## src/rtl/spi_mf_pkg.sv

```systemverilog
package spi_mf_pkg;
  typedef enum logic [1:0] {
    REG_CTRL = 2'd0,
    REG_STAT = 2'd1,
    REG_DATA = 2'd2,
    REG_NONE = 2'd3
  } reg_sel_e;

  localparam int C_EN   = 0;  // module enable
  localparam int C_MST  = 1;  // master select
  localparam int C_FEN  = 2;  // fault detection enable
  localparam int C_BID  = 3;  // bidirectional pin mode
  localparam int C_BOE  = 4;  // bidirectional output enable
  localparam int CTRL_W = 5;
endpackage

```

## src/rtl/spi_mf_sync.sv

```systemverilog
module spi_mf_sync #(
  parameter int   STAGES = 2,
  parameter logic INIT   = 1'b0
) (
  input  logic clk,
  input  logic rst_n,
  input  logic d,
  output logic q
);
  logic [STAGES-1:0] chain;

  always_ff @(posedge clk or negedge rst_n) begin
    if (!rst_n) chain <= {STAGES{INIT}};
    else        chain <= {chain[STAGES-2:0], d};
  end

  assign q = chain[STAGES-1];
endmodule

```

## src/rtl/spi_mf_engine.sv

```systemverilog
module spi_mf_engine #(
  parameter int W        = 8,
  parameter int HALF_DIV = 2
) (
  input  logic         clk,
  input  logic         rst_n,
  input  logic         run,
  input  logic         abort,
  input  logic         is_master,
  input  logic         start,
  input  logic         load,
  input  logic [W-1:0] wdata,
  input  logic         sel_low,
  input  logic         sck_in,
  input  logic         din,
  output logic         sck_out,
  output logic         dout,
  output logic         busy,
  output logic         done,
  output logic [W-1:0] rx_byte
);
  localparam int CW = $clog2(W);
  localparam int TW = $clog2(HALF_DIV) + 1;

  logic [W-1:0]  sr;
  logic          rxbit;
  logic [CW-1:0] bits;
  logic [TW-1:0] tick;
  logic          sck_prev;

  wire s_rise = !is_master && sel_low && sck_in && !sck_prev;
  wire s_fall = !is_master && sel_low && !sck_in && sck_prev;
  wire m_tick = is_master && busy && (tick == TW'(HALF_DIV - 1));
  wire rise   = (m_tick && !sck_out) || s_rise;
  wire fall   = (m_tick && sck_out) || s_fall;

  always_ff @(posedge clk or negedge rst_n) begin
    if (!rst_n) begin
      sr <= '0; rxbit <= 1'b0; bits <= '0; tick <= '0; sck_prev <= 1'b0;
      sck_out <= 1'b0; busy <= 1'b0; done <= 1'b0; rx_byte <= '0;
    end else if (!run || abort) begin
      busy <= 1'b0; sck_out <= 1'b0; bits <= '0; tick <= '0;
      done <= 1'b0; sck_prev <= sck_in;
    end else begin
      done     <= 1'b0;
      sck_prev <= sck_in;
      if (is_master) begin
        if (start && !busy) begin
          sr <= wdata; busy <= 1'b1; tick <= '0; sck_out <= 1'b0; bits <= '0;
        end else if (busy) begin
          tick <= m_tick ? '0 : tick + 1'b1;
        end
      end else begin
        sck_out <= 1'b0;
        if (load) sr <= wdata;
        if (!sel_low) begin
          bits <= '0;
          busy <= 1'b0;
        end else if (s_rise) begin
          busy <= 1'b1;
        end
      end
      if (rise) begin
        rxbit <= din;
        if (is_master) sck_out <= 1'b1;
      end
      if (fall) begin
        sr <= {sr[W-2:0], rxbit};
        if (is_master) sck_out <= 1'b0;
        if (bits == CW'(W - 1)) begin
          bits    <= '0;
          busy    <= 1'b0;
          done    <= 1'b1;
          rx_byte <= {sr[W-2:0], rxbit};
        end else begin
          bits <= bits + 1'b1;
        end
      end
    end
  end

  assign dout = sr[W-1];
endmodule

```

## src/rtl/spi_mf_supervisor.sv

```systemverilog
module spi_mf_supervisor (
  input  logic clk,
  input  logic rst_n,
  input  logic fault_evt,
  input  logic stat_rd,
  input  logic ctrl_wr,
  output logic modf,
  output logic armed
);
  always_ff @(posedge clk or negedge rst_n) begin
    if (!rst_n) begin
      modf  <= 1'b0;
      armed <= 1'b0;
    end else if (fault_evt) begin
      modf  <= 1'b1;
      armed <= 1'b0;
    end else if (ctrl_wr) begin
      if (armed) modf <= 1'b0;
      armed <= 1'b0;
    end else if (stat_rd && modf) begin
      armed <= 1'b1;
    end
  end
endmodule

```

## src/rtl/spi_mf.sv

```systemverilog
module spi_mf #(
  parameter int W        = 8,
  parameter int HALF_DIV = 2
) (
  input  logic         clk,
  input  logic         rst_n,
  input  logic [1:0]   bus_addr,
  input  logic         bus_wr,
  input  logic         bus_rd,
  input  logic [W-1:0] bus_wdata,
  output logic [W-1:0] bus_rdata,
  input  logic         ss_n_i,
  input  logic         sck_i,
  output logic         sck_o,
  output logic         sck_oe,
  input  logic         mosi_i,
  output logic         mosi_o,
  output logic         mosi_oe,
  input  logic         miso_i,
  output logic         miso_o,
  output logic         miso_oe
);
  import spi_mf_pkg::*;

  logic [CTRL_W-1:0] ctrl_q;
  logic [W-1:0]      rx_data;
  logic              rx_full;
  logic              ss_sync, sck_sync, modf, armed;
  logic              busy, done, dout, sck_eng;
  logic [W-1:0]      rx_byte;

  spi_mf_sync #(.STAGES(2), .INIT(1'b1)) u_ss_sync (
    .clk(clk), .rst_n(rst_n), .d(ss_n_i), .q(ss_sync));
  spi_mf_sync #(.STAGES(2), .INIT(1'b0)) u_sck_sync (
    .clk(clk), .rst_n(rst_n), .d(sck_i), .q(sck_sync));

  wire ss_low     = !ss_sync;
  wire en         = ctrl_q[C_EN];
  wire bidir      = ctrl_q[C_BID];
  wire bid_oe     = ctrl_q[C_BOE];
  wire master_eff = ctrl_q[C_MST] && !modf;
  wire ctrl_wr    = bus_wr && (bus_addr == REG_CTRL);
  wire data_wr    = bus_wr && (bus_addr == REG_DATA);
  wire stat_rd    = bus_rd && (bus_addr == REG_STAT);
  wire data_rd    = bus_rd && (bus_addr == REG_DATA);
  wire fault_evt  = en && ctrl_q[C_MST] && ctrl_q[C_FEN] && ss_low;
  wire out_ok     = !bidir || bid_oe;

  spi_mf_supervisor u_sup (
    .clk(clk), .rst_n(rst_n), .fault_evt(fault_evt), .stat_rd(stat_rd),
    .ctrl_wr(ctrl_wr), .modf(modf), .armed(armed));

  wire din = master_eff ? (bidir ? mosi_i : miso_i) : (bidir ? miso_i : mosi_i);

  spi_mf_engine #(.W(W), .HALF_DIV(HALF_DIV)) u_eng (
    .clk(clk), .rst_n(rst_n), .run(en), .abort(modf || fault_evt),
    .is_master(master_eff), .start(data_wr && en && master_eff),
    .load(data_wr && !master_eff && !ss_low), .wdata(bus_wdata),
    .sel_low(ss_low), .sck_in(sck_sync), .din(din), .sck_out(sck_eng),
    .dout(dout), .busy(busy), .done(done), .rx_byte(rx_byte));

  always_ff @(posedge clk or negedge rst_n) begin
    if (!rst_n) begin
      ctrl_q  <= '0;
      rx_data <= '0;
      rx_full <= 1'b0;
    end else begin
      if (ctrl_wr) ctrl_q <= bus_wdata[CTRL_W-1:0];
      if (fault_evt) ctrl_q[C_BOE] <= 1'b0;
      if (done) begin
        rx_data <= rx_byte;
        rx_full <= 1'b1;
      end else if (data_rd) begin
        rx_full <= 1'b0;
      end
    end
  end

  always_comb begin
    unique case (bus_addr)
      REG_CTRL: begin
        bus_rdata = '0;
        bus_rdata[CTRL_W-1:0] = ctrl_q;
        bus_rdata[C_MST] = master_eff;
      end
      REG_STAT: bus_rdata = W'({busy, rx_full, modf});
      REG_DATA: bus_rdata = rx_data;
      default:  bus_rdata = '0;
    endcase
  end

  assign sck_o   = sck_eng;
  assign sck_oe  = en && master_eff;
  assign mosi_o  = dout;
  assign mosi_oe = en && master_eff && out_ok;
  assign miso_o  = dout;
  assign miso_oe = en && !ctrl_q[C_MST] && !modf && ss_low && out_ok;
endmodule

```

## config.mk

```make
export PLATFORM = sky130hd
export DESIGN_NAME = spi_mf
export DESIGN_NICKNAME = d
export VERILOG_FILES = /design/src/rtl/spi_mf_pkg.sv /design/src/rtl/spi_mf_sync.sv /design/src/rtl/spi_mf_engine.sv /design/src/rtl/spi_mf_supervisor.sv /design/src/rtl/spi_mf.sv
export SDC_FILE = /design/constraint.sdc
export NUM_CORES = 1
export LEC_CHECK = 0
export CAP_MARGIN = 20
export CORE_AREA = 2 2 78 80
export DETAILED_ROUTE_END_ITERATION = 7
export DIE_AREA = 0 0 80 82
export GPL_ROUTABILITY_DRIVEN = 0
export MAX_ROUTING_LAYER = met4
export PLACE_DENSITY = 0.71
export SLEW_MARGIN = 5
export SYNTH_ARGS = -nofsm -noshare
export SYNTH_HDL_FRONTEND = slang
export SYNTH_HIERARCHICAL = 1
export SYNTH_SLANG_ARGS = --single-unit
```

## constraint.sdc

```tcl
create_clock -name clk -period 2.2 [get_ports clk]
set_input_delay 0.44 -clock clk [delete_from_list [all_inputs] [get_ports clk]]
set_output_delay 0.44 -clock clk [all_outputs]
set_load 0.02 [all_outputs]
```

==> results.sh <==
export IMPL_status="finished, final reports clean"
export IMPL_critical_path_cell_chain="clkdlybuf4s50_1, and2b_2, and2_1, dlygate4sd2_1"
export IMPL_diodes=0
export IMPL_grt_usage=0.159
export IMPL_cp_required_ns=1.76
export IMPL_ys_seq_area_frac=0.516
export IMPL_initial_core_util=0.389
export IMPL_yosys_area_top_type_share=0.492
export IMPL_slew_headroom=0.617
export IMPL_postCtsHoldBufs=0
export IMPL_nNetsFinal=260
export IMPL_period_share=0.970
export IMPL_port_buffers=31
export IMPL_overflow=0
export IMPL_powerDensity_nw_per_um2=774
export IMPL_crit_fanout=5
export IMPL_totalWireLength_um=4630
export IMPL_cap_viol_max_count=0
export IMPL_die_h_um=82
export IMPL_yosysWarnings=6
export IMPL_final_core_util=0.482
export IMPL_drt_wirelength_per_cell_um=14.6
export IMPL_num_rows=28
export IMPL_syn_area_um2=2240
export IMPL_swShare=0.311
export IMPL_antenna_found_initial=0
export IMPL_synth_most_common_cell="dfrtp_1"
export IMPL_synthArstFlopShare=1.00
export IMPL_worstMarginPinSlew_ns=0.574
export IMPL_cts_sinks=46
export IMPL_path_delay_family="buffers and inverters"
export IMPL_rsz0062_at_grt="false"
export IMPL_synthCells=196
export IMPL_setup_viol=0
export IMPL_insertion_delay_ns=0.30
export IMPL_crit_buf_inv=2
export IMPL_skew_ns=0.00529
export IMPL_slowest_delay_ns=0.51
export IMPL_cts_tree="yes"
export IMPL_intPower_mw=1.48
export IMPL_cts_clk_slew_worst_paths_ns=0.08
export IMPL_drv_slew=0
export IMPL_synth_cell_types=41
export IMPL_clockPowerShare=0.244
export IMPL_cts_buffers=5
export IMPL_yosys_area_top_type="dfrtp_1"
export IMPL_min_period_ns=2.13
export IMPL_syn_avg_cell_area_um2=11.4
export IMPL_ant_nets=0
export IMPL_seq_power_share=0.494
export IMPL_via_per_inst=5.11
export IMPL_synth_edf_count=0
export IMPL_p_switching_mw=0.666
export IMPL_core_area_um2=5750
export IMPL_fin_area_um2=2770
export IMPL_worst_path_max_delay_cell="clkdlybuf4s50_1"
export IMPL_grt_pass1_vias=1616
export IMPL_leakage_nw=1.38
export IMPL_hp_class="in2async"
export IMPL_cp_arrival_ns=1.69
export IMPL_syn_nets=216
export IMPL_cp_end_kind="primary output"
export IMPL_dr_pass1_iters=4
export IMPL_hold_violations=0
export IMPL_max_freq_mhz=469
export IMPL_ir_drop_mv=0.338
export IMPL_cts_buffer_depth=2
export IMPL_grt_max_degree=47
export IMPL_num_vias=1615
export IMPL_setup_tns_ns=0
export IMPL_comb_power_share=0.262
export IMPL_synthTopCellsByCount="dfrtp_1, mux2_2, nor3_1"
export IMPL_yosys_top_cells_area="dfrtp_1, mux2_2, nor3_1"
export IMPL_synth_ff_latch_count=46
export IMPL_die_area_um2=6560
export IMPL_grt_pass1_wl_um=7620
export IMPL_design_portCount=32
export IMPL_syn2layout_area_growth_pct=24.0
export IMPL_crit_path_start_kind="input pin"
export IMPL_hpwl_um=3330
export IMPL_placed_area_um2=2660
export IMPL_synthFlopType="dfrtp_1"
export IMPL_root_buffer="clkbuf_8"
export IMPL_fp_dieW_um=80
export IMPL_drt_iter0_markers=168
export IMPL_htree_levels=2
export IMPL_crit_type="in2out"
export IMPL_drive_gt1_frac=0.249
export IMPL_drc_errors=0
cells in the final DEF, fill, tap and decap left out, drive strengths merged, types with 3 or more instances in the layout:
cell | Yosys | routed
dfrtp | 44 | 44
mux2 | 22 | 22
nor3 | 19 | 19
clkdlybuf4s50 | 0 | 18
buf | 7 | 17
nand2 | 12 | 12
inv | 11 | 11
nor2 | 9 | 9
a211oi | 9 | 9
clkbuf | 2 | 8
nand2b | 7 | 7
a21oi | 7 | 7
mux2i | 6 | 6
dlygate4sd2 | 0 | 6
and2 | 4 | 4
nor2b | 4 | 4
nand3 | 4 | 4
o21ai | 4 | 4
dlymetal6s2s | 0 | 3
power groups by stage:
| stage | sequential, mW | combinational, mW | clock, mW |
|---|---|---|---|
| 3_5_place_dp | 1.08 | 0.553 | 0 |
| 5_1_grt | 1.08 | 0.620 | 0.574 |
| 6_report | 1.06 | 0.563 | 0.524 |
| 2_1_floorplan | 1.06 | 0.346 | 0 |
| 4_1_cts | 1.06 | 0.568 | 0.542 |
| 3_3_place_gp | 1.07 | 0.540 | 0 |
routing by layer:
layer	global-route usage	vias to the layer above	wire length, um
met4	0.0712	0	95
li1	-	774	-
met1	0.193	792	2040
met5	-	-	0
met2	0.250	40	2310
met3	0.0440	9	179
registers in the layout, summed over array words and instances (netlist names), 2 cells and up:
signal,flops
u_eng/bits,3
u_eng/rx_byte,8
u_eng/sr,8
u_eng/tick,2
ctrl_q,5
u_sck_sync/chain,2
u_ss_sync/chain,2
rx_data,8
per-stage QoR:
step / total power, mW / instances / worst slack, ns / hold WS (ns)
6_report: 2.15 / 316 / 0.0667 / 0.215
4_1_cts: 2.17 / 315 / 0.00343 / 0.235
2_1_floorplan: 1.41 / 196 / 0.333 / 0.144
5_1_grt: 2.27 / 316 / 0.00405 / 0.259
3_5_place_dp: 1.63 / 305 / -0.284 / 0.338
3_3_place_gp: 1.61 / 305 / -0.299 / 0.334
final timing paths:
check                      cells past startpoint  slack (ns)                       endpoint                     startpoint
setup reg to reg                               7        0.17   u_eng/rx_byte[3]$_DFFE_PN0P_          ctrl_q[1]$_DFFE_PN0P_
hold reg to reg                                0        0.35  u_sck_sync/chain[1]$_DFF_PN0_  u_sck_sync/chain[0]$_DFF_PN0_
hold / removal                                 2        0.21      u_eng/bits[1]$_DFFE_PN0P_                          rst_n
setup / recovery                               4        0.07                   bus_rdata[7]                    bus_addr[0]
max in group asynchronous                      2        1.59        u_eng/sr[5]$_DFFE_PN0P_                          rst_n
min in group clk                               0        0.35  u_sck_sync/chain[1]$_DFF_PN0_  u_sck_sync/chain[0]$_DFF_PN0_
cell families (layout without fill, tap and decap cells):
kind of cell	Yosys count	count (layout)	share of synthesized area
multiplexers	28	28	0.138
AND/OR/NAND/NOR	71	71	0.186
buffers and inverters	20	65	0.0464
XOR/XNOR	1	1	0.00392
adder cells (fa/ha/maj)	2	2	0.0112
flip-flops	46	46	0.516
AO/OA/AOI/OAI	28	28	0.0990
worst reg2reg max path, stage by stage, from the launching register on:
cell,delay (ns)
dfrtp_1,0.41
and2b_4,0.18
buf_4,0.16
buf_4,0.17
nand2b_1,0.21
o22ai_4,0.26
nand3_4,0.21
mux2_2,0.32
repair_timing:
action | in CTS | in global routing
endpoints found under the hold margin | 0 | 0
endpoints found under the setup margin | 10 | 19
buffers inserted | 2 | 1
gates resized for setup | 14 | 10
pin swaps | 0 | 1
final cells by class:
type / count / area [um^2]
fillers: 538 / 2970
repair buffers: 46 / 408
well taps: 75 / 93.8
flip-flops and latches: 46 / 1150
clock inverters: 1 / 5.00
multi-input cells: 130 / 983
inverters: 11 / 41.3
clock buffers: 7 / 86.3
(Power assumes the default switching activity.)
